<file path="src/rtl/stk_trap_pkg.sv">
package stk_trap_pkg;
    localparam int DATA_W = 8;
    localparam int PC_W   = 15;

    typedef enum logic [2:0] {
        RK_FETCH   = 3'd0,
        RK_PUSH    = 3'd1,
        RK_POP     = 3'd2,
        RK_CALL    = 3'd3,
        RK_RET     = 3'd4,
        RK_LOAD_SP = 3'd5
    } req_kind_e;

    typedef enum logic [3:0] {
        ST_IDLE,
        ST_PUSH,
        ST_POP,
        ST_CALL_HI,
        ST_CALL_LO,
        ST_RET_LO,
        ST_RET_HI,
        ST_LOAD_SP,
        ST_FETCH
    } st_e;

    // Stand-in program contents: never zero inside the implemented range.
    function automatic logic [DATA_W-1:0] rom_pattern(input logic [PC_W-1:0] a);
        return {1'b1, a[6:0]};
    endfunction
endpackage

</file>
<file path="src/rtl/stk_ptr.sv">
module stk_ptr #(
    parameter int W = 8,
    parameter logic [W-1:0] INIT = 8'h2F
) (
    input  logic         clk,
    input  logic         rst_n,
    input  logic         dec,
    input  logic         inc,
    input  logic         load,
    input  logic [W-1:0] load_val,
    output logic [W-1:0] sp,
    output logic [W-1:0] sp_up
);
    always_ff @(posedge clk) begin
        if (!rst_n)    sp <= INIT;
        else if (load) sp <= load_val;
        else if (dec)  sp <= sp - W'(1);
        else if (inc)  sp <= sp + W'(1);
    end

    assign sp_up = sp + W'(1);

    // the controller requests at most one pointer change per cycle
    assert_one_sp_op_R2: assert property (@(posedge clk) disable iff (!rst_n)
        $onehot0({dec, inc, load}));
endmodule

</file>
<file path="src/rtl/stk_ram.sv">
module stk_ram #(
    parameter int W     = 8,
    parameter int AW    = 8,
    parameter int WORDS = 48,
    parameter logic [W-1:0] FILL = 8'hFF
) (
    input  logic          clk,
    input  logic          we,
    input  logic [AW-1:0] waddr,
    input  logic [W-1:0]  wdata,
    input  logic [AW-1:0] raddr,
    output logic [W-1:0]  rdata
);
    localparam int IW = (WORDS > 1) ? $clog2(WORDS) : 1;

    logic [W-1:0] mem [WORDS];

    always_ff @(posedge clk) begin
        if (we && (int'(waddr) < WORDS))
            mem[waddr[IW-1:0]] <= wdata;
    end

    always_comb begin
        if (int'(raddr) < WORDS) rdata = mem[raddr[IW-1:0]];
        else                     rdata = FILL;
    end
endmodule

</file>
<file path="src/rtl/stk_rom.sv">
module stk_rom
    import stk_trap_pkg::*;
#(
    parameter int WORDS = 16384,
    parameter logic [DATA_W-1:0] FILL = 8'h00
) (
    input  logic [PC_W-1:0]   addr,
    output logic [DATA_W-1:0] data
);
    always_comb begin
        if (int'(addr) < WORDS) data = rom_pattern(addr);
        else                    data = FILL;
    end
endmodule

</file>
<file path="src/rtl/stk_trap_unit.sv">
module stk_trap_unit
    import stk_trap_pkg::*;
#(
    parameter logic [7:0] SP_INIT   = 8'h2F,
    parameter int         RAM_WORDS = 48,
    parameter int         ROM_WORDS = 16384
) (
    input  logic        clk,
    input  logic        rst_n,
    input  logic        req_valid,
    input  logic [2:0]  req_kind,
    input  logic [7:0]  req_byte,
    input  logic [14:0] req_target,
    output logic        req_ready,
    output logic        done,
    output logic [7:0]  pop_byte,
    output logic [7:0]  sp,
    output logic [14:0] pc,
    output logic [7:0]  opcode,
    output logic        trap
);
    localparam logic [DATA_W-1:0] RAM_FILL = '1;
    localparam logic [DATA_W-1:0] ROM_FILL = '0;

    st_e state, state_nx;

    logic [DATA_W-1:0] byte_q, lo_q;
    logic [PC_W-1:0]   target_q;
    logic              sp_dec, sp_inc, sp_load;
    logic              ram_we;
    logic [DATA_W-1:0] ram_wdata, ram_rdata, rom_data;
    logic [7:0]        sp_up;

    stk_ptr #(.W(8), .INIT(SP_INIT)) u_ptr (
        .clk(clk), .rst_n(rst_n), .dec(sp_dec), .inc(sp_inc), .load(sp_load),
        .load_val(byte_q), .sp(sp), .sp_up(sp_up)
    );

    stk_ram #(.W(DATA_W), .AW(8), .WORDS(RAM_WORDS), .FILL(RAM_FILL)) u_ram (
        .clk(clk), .we(ram_we), .waddr(sp), .wdata(ram_wdata),
        .raddr(sp_up), .rdata(ram_rdata)
    );

    stk_rom #(.WORDS(ROM_WORDS), .FILL(ROM_FILL)) u_rom (
        .addr(pc), .data(rom_data)
    );

    assign req_ready = (state == ST_IDLE);

    // State register
    always_ff @(posedge clk) begin
        if (!rst_n) state <= ST_IDLE;
        else        state <= state_nx;
    end

    // Next state
    always_comb begin
        state_nx = state;
        unique case (state)
            ST_IDLE: begin
                if (req_valid) begin
                    case (req_kind)
                        RK_FETCH:   state_nx = ST_FETCH;
                        RK_PUSH:    state_nx = ST_PUSH;
                        RK_POP:     state_nx = ST_POP;
                        RK_CALL:    state_nx = ST_CALL_HI;
                        RK_RET:     state_nx = ST_RET_LO;
                        RK_LOAD_SP: state_nx = ST_LOAD_SP;
                        default:    state_nx = ST_IDLE;
                    endcase
                end
            end
            ST_CALL_HI: state_nx = ST_CALL_LO;
            ST_RET_LO:  state_nx = ST_RET_HI;
            ST_PUSH, ST_POP, ST_CALL_LO, ST_RET_HI, ST_LOAD_SP, ST_FETCH:
                        state_nx = ST_IDLE;
            default:    state_nx = ST_IDLE;
        endcase
    end

    // Stack-side controls per state
    always_comb begin
        ram_we    = 1'b0;
        ram_wdata = byte_q;
        sp_dec    = 1'b0;
        sp_inc    = 1'b0;
        sp_load   = 1'b0;
        unique case (state)
            ST_PUSH:    begin ram_we = 1'b1; sp_dec = 1'b1; end
            ST_CALL_HI: begin ram_we = 1'b1; sp_dec = 1'b1;
                              ram_wdata = DATA_W'(pc >> DATA_W); end
            ST_CALL_LO: begin ram_we = 1'b1; sp_dec = 1'b1;
                              ram_wdata = pc[DATA_W-1:0]; end
            ST_POP, ST_RET_LO, ST_RET_HI: sp_inc = 1'b1;
            ST_LOAD_SP: sp_load = 1'b1;
            default: ;
        endcase
    end

    // Registered outputs and request capture
    always_ff @(posedge clk) begin
        if (!rst_n) begin
            pc       <= '0;
            done     <= 1'b0;
            trap     <= 1'b0;
            opcode   <= '0;
            pop_byte <= '0;
            lo_q     <= '0;
            byte_q   <= '0;
            target_q <= '0;
        end else begin
            done <= 1'b0;
            trap <= 1'b0;
            unique case (state)
                ST_IDLE: if (req_valid) begin
                    byte_q   <= req_byte;
                    target_q <= req_target;
                end
                ST_PUSH, ST_LOAD_SP: done <= 1'b1;
                ST_POP: begin pop_byte <= ram_rdata; done <= 1'b1; end
                ST_CALL_HI: ;
                ST_CALL_LO: begin pc <= target_q; done <= 1'b1; end
                ST_RET_LO:  lo_q <= ram_rdata;
                ST_RET_HI: begin
                    pc   <= PC_W'({ram_rdata, lo_q});
                    done <= 1'b1;
                end
                ST_FETCH: begin
                    opcode <= rom_data;
                    trap   <= (rom_data == 8'h00);
                    pc     <= pc + PC_W'(1);
                    done   <= 1'b1;
                end
                default: ;
            endcase
        end
    end

    // ---------------- assertions ----------------
    assert_sp_reset_R1: assert property (@(posedge clk) disable iff (!rst_n)
        $rose(rst_n) |-> (sp == SP_INIT && pc == '0 && !trap && req_ready));

    assert_sp_dec_R2: assert property (@(posedge clk) disable iff (!rst_n)
        (state == ST_PUSH || state == ST_CALL_HI || state == ST_CALL_LO)
        |=> sp == $past(sp) - 8'd1);

    assert_sp_inc_R3: assert property (@(posedge clk) disable iff (!rst_n)
        (state == ST_POP || state == ST_RET_LO || state == ST_RET_HI)
        |=> sp == $past(sp) + 8'd1);

    assert_trap_zero_R6: assert property (@(posedge clk) disable iff (!rst_n)
        trap |-> (opcode == 8'h00 && done));

    assert_trap_pulse_R6: assert property (@(posedge clk) disable iff (!rst_n)
        trap |=> !trap);

    assert_sp_load_R8: assert property (@(posedge clk) disable iff (!rst_n)
        state == ST_LOAD_SP |=> sp == $past(byte_q));

    assert_done_idle_R9: assert property (@(posedge clk) disable iff (!rst_n)
        done |-> req_ready);

    assert_bad_kind_R9: assert property (@(posedge clk) disable iff (!rst_n)
        (req_valid && req_ready && req_kind > 3'd5) |=> (req_ready && !done));
endmodule

</file>
<file path="config.mk">
export PLATFORM = sky130hd
export DESIGN_NAME = stk_trap_unit
export DESIGN_NICKNAME = d
export VERILOG_FILES = /design/src/rtl/stk_trap_pkg.sv /design/src/rtl/stk_ptr.sv /design/src/rtl/stk_ram.sv /design/src/rtl/stk_rom.sv /design/src/rtl/stk_trap_unit.sv
export SDC_FILE = /design/constraint.sdc
export NUM_CORES = 1
export LEC_CHECK = 0
export ABC_AREA = 1
export ABC_CLOCK_PERIOD_IN_PS = 3000
export CAP_MARGIN = 0
export CORE_ASPECT_RATIO = 1.4
export CORE_MARGIN = 10
export CORE_UTILIZATION = 40
export DETAILED_ROUTE_END_ITERATION = 8
export HOLD_SLACK_MARGIN = 0.06
export PLACE_DENSITY = 0.67
export SLEW_MARGIN = 25
export SYNTH_ARGS = -nofsm -noshare
export SYNTH_HDL_FRONTEND = slang
export SYNTH_HIERARCHICAL = 1
export SYNTH_SLANG_ARGS = --single-unit
</file>
<file path="constraint.sdc">
create_clock -name clk -period 3 [get_ports clk]
set_clock_uncertainty 0.1 [all_clocks]
set_input_delay 0.3 -clock clk [delete_from_list [all_inputs] [get_ports clk]]
set_output_delay 0.3 -clock clk [all_outputs]
set_load 0.02 [all_outputs]
</file>
## Yosys cells after proc, flatten, opt, wreduce, memory -nomap -nowiden

Memories as Yosys holds them, arrays and structs flattened.
Cells that the tools add are included.

| storage, ports and cells | value |
|---|---|
| register bits | 76 |
| bits in latches | 0 |
| bits in writable memories | 384 |
| bits in read-only memories | 0 |
| input bits | 29 |
| output and inout port bits | 42 |
| logic and storage cells | 58 |
| memories | 1 |

Memory list:

| memory | depth | width | read ports | clocked after Yosys merged registers in | wr ports | RTL line | text |
|---|---|---|---|---|---|---|---|
| u_ram.mem | 48 | 8 | 1 | 0 | 1 | stk_ram.sv:16 | `logic [W-1:0] mem [WORDS];` |

| cells by class | value |
|---|---|
| $add $sub $neg | 3 |
| multipliers | 0 |
| div/mod/pow operators | 0 |
| order comparisons | 3 |
| eq/ne operators | 14 |
| shift operators | 0 |
| mux-type cells | 16 |
| bitwise logic cells | 0 |
| reductions and logical operators | 11 |

Operators with widths:

| operator | count |
|---|---|
| 15-bit case mux with 3 select lines | 1 |
| 8-bit two-way mux | 5 |
| 4-bit case mux with 6 select lines | 1 |
| 4-bit by 3-bit == test with 1-bit output, second input constant | 4 |
| 8-bit by 6-bit < comparator with 1-bit output, second input constant | 2 |
| 8-bit case mux with 2 select lines | 1 |
| 15-bit by 1-bit adder with 15-bit output, second input constant | 1 |
| 15-bit < comparator, second input constant | 1 |
| 4-bit case mux with 3 select lines | 1 |
| 8-bit by 1-bit adder with 8-bit output, second input constant | 1 |
| 4-bit by 2-bit == test with 1-bit output, second input constant | 2 |
| 8-bit logical NOT | 1 |
| 8-bit by 1-bit subtractor with 8-bit output, second input constant | 1 |
| 3-bit by 2-bit == test with 1-bit output, second input constant | 2 |
| 3-bit == test, second input constant | 2 |
| 1-bit two-way mux | 6 |
| 3-bit nonzero test | 2 |
| 3-bit OR reduction | 2 |
| 6-bit OR reduction | 1 |
| 4-bit by 1-bit == test with 1-bit output, second input constant | 1 |
| 4-bit == test, second input constant | 1 |
| 4-bit logical NOT | 1 |
| 4-bit two-way mux | 1 |
| 2-bit AND reduction | 2 |
| other kinds (4) | 4 |

## Longest topological paths before layout

| depth | value |
|---|---|
| depth after elaboration | 6 |
| gate-level depth with buffers | 17 |
| mapped depth without buffers | 14 |

## Hierarchy

Netlist, hierarchy kept.

Modules (own cells, without submodules):

| module | instances | cells an instance | area each (um2) | sequential area each (um2) |
|---|---|---|---|---|
| stk_ram | 1 | 1,442 | 16,025.4 | 11,531.1 |
| stk_trap_unit | 1 | 462 | 3,219.3 | 1,361.3 |
| stk_ptr | 1 | 112 | 720.7 | 160.2 |
| stk_rom | 1 | 16 | 67.6 | 0.0 |

## Worst setup path before layout

No wires, ideal clock.

| path | value |
|---|---|
| path kind | register -> register |
| from | register state[3] |
| to | memory u_ram.mem[0][0], data pin |
| setup time | 0.479 ns |
| arrival time | 2.194 ns |
| data required time | 2.421 ns |
| setup slack | 0.227 ns |
| stages on the path, launching flop included | 7 |
| buffers on the path | 0 |
| clock period less this slack | 2.773 ns |
| path through | dfxtp_1 > inv_2 > nand2_1 > inv_1 > nand2_2 > nand2_2 > o221ai_1 |

| between the ends | value |
|---|---|
| word-level cells in the longest chain between the ends | 2 |
| elaborated cells on any way between the ends | 3 |
| classes of those cells | eq/ne (2); mux (1) |

Ends and longest elaborated chain:

| what | RTL line | text |
|---|---|---|
| from (decl) | stk_trap_unit.sv:25 | `st_e state, state_nx;` |
| from (signal assigned) | stk_trap_unit.sv:53 | `else state <= state_nx;` |
| 4-bit by 3-bit == test with 1-bit output / 4-bit by 2-bit == test with 1-bit output (equally long branches) | stk_trap_unit.sv:88 | `unique case (state)` |
| 8-bit case mux with 2 select lines * | stk_trap_unit.sv:88 |  |
| via ram_wdata[0] | stk_trap_unit.sv:31 | `logic [DATA_W-1:0] ram_wdata, ram_rdata, rom_data;` |
| to (decl) | stk_ram.sv:16 |  |

The timed path passes the listed nets; every way through them passes the cells marked *.

## Final worst setup path

| path | value |
|---|---|
| from | register state[0] |
| to | memory u_ram.mem[34][7], enable pin |

| between the ends | value |
|---|---|
| word-level cells in the longest chain between the ends | 6 |
| elaborated cells on any way between the ends | 8 |
| classes of those cells | eq/ne (3); mux (3); reduce/logical (2) |

Ends and longest elaborated chain:

| what | RTL line | text |
|---|---|---|
| 4-bit by 3-bit == test with 1-bit output, or another cell as far along | stk_trap_unit.sv:88 |  |
| 3-bit OR reduction (no source line) * | n/a |  |
| 1-bit two-way mux * | stk_trap_unit.sv:88 |  |
| via ram_we | stk_trap_unit.sv:30 | `logic ram_we;` |
| 1-bit logical AND * | stk_ram.sv:19 | `if (we && (int'(waddr) < WORDS))` |
| 1-bit two-way mux * | stk_ram.sv:19 |  |
| 1-bit two-way mux (implied by the code) * | stk_ram.sv:20 | `mem[waddr[IW-1:0]] <= wdata;` |

Marked as above.

==> out/metrics.csv <==
metric,value,unit
cts_buffer_depth,3,
period_share,92.3,%
cts_tree,done,
maxCapViolations,0,
cts.hold.buffers_added,0,
final-setup-viol-count,0,
area_growth,16.2,%
fmax,361,MHz
slew_violations,0,
ys_dominant_reg_cell,edfxtp_1,
worstHoldStart,req_target[1],
syn_inst,2032,
clk_pin_slew,0.07,ns
combPwrFrac,24.5,%
register_area,13100,µm²
cts_setup_buffers,0,
p_clk_share,32.4,%
gp_congestion,0.950,
timing.final.hold_violations,0,
overflow,0,
hold_path.class,in -> reg,
diodes,0,
ctsHtreeMaxLevel,2,
reg2reg_slack,0.23,ns
via_per_inst,5.28,
root_buffer,clkbuf_16,
synth_edf_count,384,
track_usage,17.9,%
ys_types,40,
cp-end-kind,flop,
switching_share,31.8,%
die_area,59600,µm²
status,completed,
cp_max_fo,8,
grt_pass1_wl,84200,µm
async_flop_share,0,%
path_class,reg -> reg,
clock_sinks,460,
multi_input_area,5990,µm²
netSwitchingPower,0.00531,W
min_to,target_q[1]$_SDFFE_PN0P_,
cp.required,3.07,ns
syn-cell-area,20000,µm²
fillers,4608,
numPortBuffers,70,
ios,71,
grt_max_degree,100,
cts_resized,0,
internal_power,0.0114,W
fin_crit,2.77,ns
final_util,46.8,%
drt_wl_total,55200,µm
reg2reg_from,state[0]$_SDFFE_PN0P_,
rsz0062_at_grt,false,
first_pass_iters,6,
synth-seq-cells,460,
num_rows,97,
start_util,40.3,%
synth_seq_area_share,65.2,%
vdd_drop_max,0.473,mV
p_leak,8.93,nW
reg2reg_depth,7,
die_w,209,µm
vias,14766,
power.total,0.0167,W
dr.first_iter.drc_count,1282,
final_nets,2155,
ys_warn_count,6,
placed_area,21900,µm²
grt_antenna_before_repair,0,
syn_avg_cell_area,9.86,µm²
insertion_delay,0.56,ns
layout_common_cells,"nand2_1, edfxtp_1, nand3_1",
critPathArrivalTime,2.84,ns
power.density,717,nW/µm²
seq_power_share,43.1,%
cts_buffers,44,
worstMarginPinSlew,1.02,ns
grt_pass1_vias,14450,
relSlewSlack,31.7,%
hold_slack,0.222,ns
final_common_cell,nand2_1,
drive_gt1_share,8.40,%
ant_nets,0,
min_path_cells,3,
core,49800,µm²
drc,0,
fin_tns_setup,0,ns
dp_hpwl,36300,µm
synth_nets,2064,
critPathLaunchType,flop,
avgRoutedWirePerCell,19.7,µm
fp.dieH,285,µm
fin_area,23300,µm²
rr_endpoint,u_ram/mem[34][7]$_DFFE_PP_,
-- power by group through the flow --
stage / Sequential (W) / Combinational [W] / Clock [W]
floorplan: 0.00739 / 0.00244 / 0
global placement: 0.00733 / 0.00399 / 0
detailed placement: 0.00733 / 0.00404 / 0
CTS: 0.00720 / 0.00405 / 0.00549
global route: 0.00720 / 0.00442 / 0.00575
finish: 0.00720 / 0.00409 / 0.00540
-- final cells by class --
cell class	count	area share, %
Sequential cell	460	56.1
Multi-Input combinational cell	1316	25.7
Timing Repair Buffer	148	6.32
Clock buffer	54	5.07
Tap cell	643	3.46
Inverter	153	2.49
Clock inverter	24	0.844
-- registers in the layout (all words and copies together) (netlist names) --
signal	flops
u_ptr/sp	8
lo_q	8
done	1
pc	15
state	4
u_ram/mem	384
target_q	15
pop_byte	8
trap	1
opcode	8
byte_q	8
-- synthesized netlist by cell type (2+ instances only) --
master,number,area (µm²)
or2_2,4,25.0
o21ai_1,6,30.0
buf_4,25,188
nor2_1,143,537
nand4_1,7,43.8
clkbuf_1,17,63.8
buf_6,3,33.8
a31oi_1,2,12.5
nor2_4,3,33.8
buf_1,12,45.0
nand3_2,2,20.0
nor2_2,3,18.8
xnor2_1,3,26.3
xor2_1,4,35.0
buf_2,45,225
nand2_1,620,2330
ha_1,3,37.5
edfxtp_1,384,11500
o22ai_1,3,18.8
inv_2,7,26.3
nand2_4,2,22.5
nor3_1,3,15.0
nand3_1,351,1760
clkinv_1,2,7.51
a21oi_1,65,325
nand2_2,6,37.5
o21ai_0,64,320
o211ai_1,5,37.5
o221ai_1,9,78.8
inv_1,144,541
dfxtp_1,76,1520
-- routing by layer --
| metal | track usage, % | wire length [µm] |
|---|---|---|
| met5 | 0 | 0 |
| met4 | 8.42 | 2670 |
| met3 | 2.42 | 2980 |
| met2 | 32.4 | 28600 |
| met1 | 20.3 | 20900 |
-- how the worst max path moves through the flow --
stage                               start                         end  slack [ns]  cells past startpoint
floorplan           state[3]$_SDFFE_PN0P_   u_ram/mem[0][0]$_DFFE_PP_        0.23                      6
global placement    state[0]$_SDFFE_PN0P_  u_ram/mem[28][2]$_DFFE_PP_        0.33                      8
detailed placement  state[0]$_SDFFE_PN0P_  u_ram/mem[34][7]$_DFFE_PP_        0.26                      8
CTS                 state[0]$_SDFFE_PN0P_  u_ram/mem[34][0]$_DFFE_PP_        0.23                      8
global route        state[2]$_SDFFE_PN0P_  u_ram/mem[15][2]$_DFFE_PP_        0.05                     12
finish              state[0]$_SDFFE_PN0P_  u_ram/mem[34][7]$_DFFE_PP_        0.23                      7
-- critical path: stages (launching register included) --
cell and delay (ns):
dfxtp_1 0.45, inv_1 0.14, nor3_1 0.25, or2_2 0.18, and3_1 0.25, nand3_1 0.19
buf_4 0.21, nor2_1 0.60
-- metrics by stage --
stage / setup slack, ns / std cells
CTS: 0.226 / 2797
finish: 0.230 / 2798
global placement: 0.327 / 2717
floorplan: 0.227 / 2032
detailed placement: 0.261 / 2719
global route: 0.0471 / 2798
-- cell families after synthesis --
| kind of cell | Yosys count | share of synthesized area, % |
|---|---|---|
| simple gates | 1149 | 24.4 |
| buf+inv | 256 | 5.71 |
| fa+ha+maj | 3 | 0.187 |
| flops | 460 | 65.2 |
| xor+xnor | 7 | 0.306 |
| compound gates | 157 | 4.24 |
(Power assumes the default switching activity.)
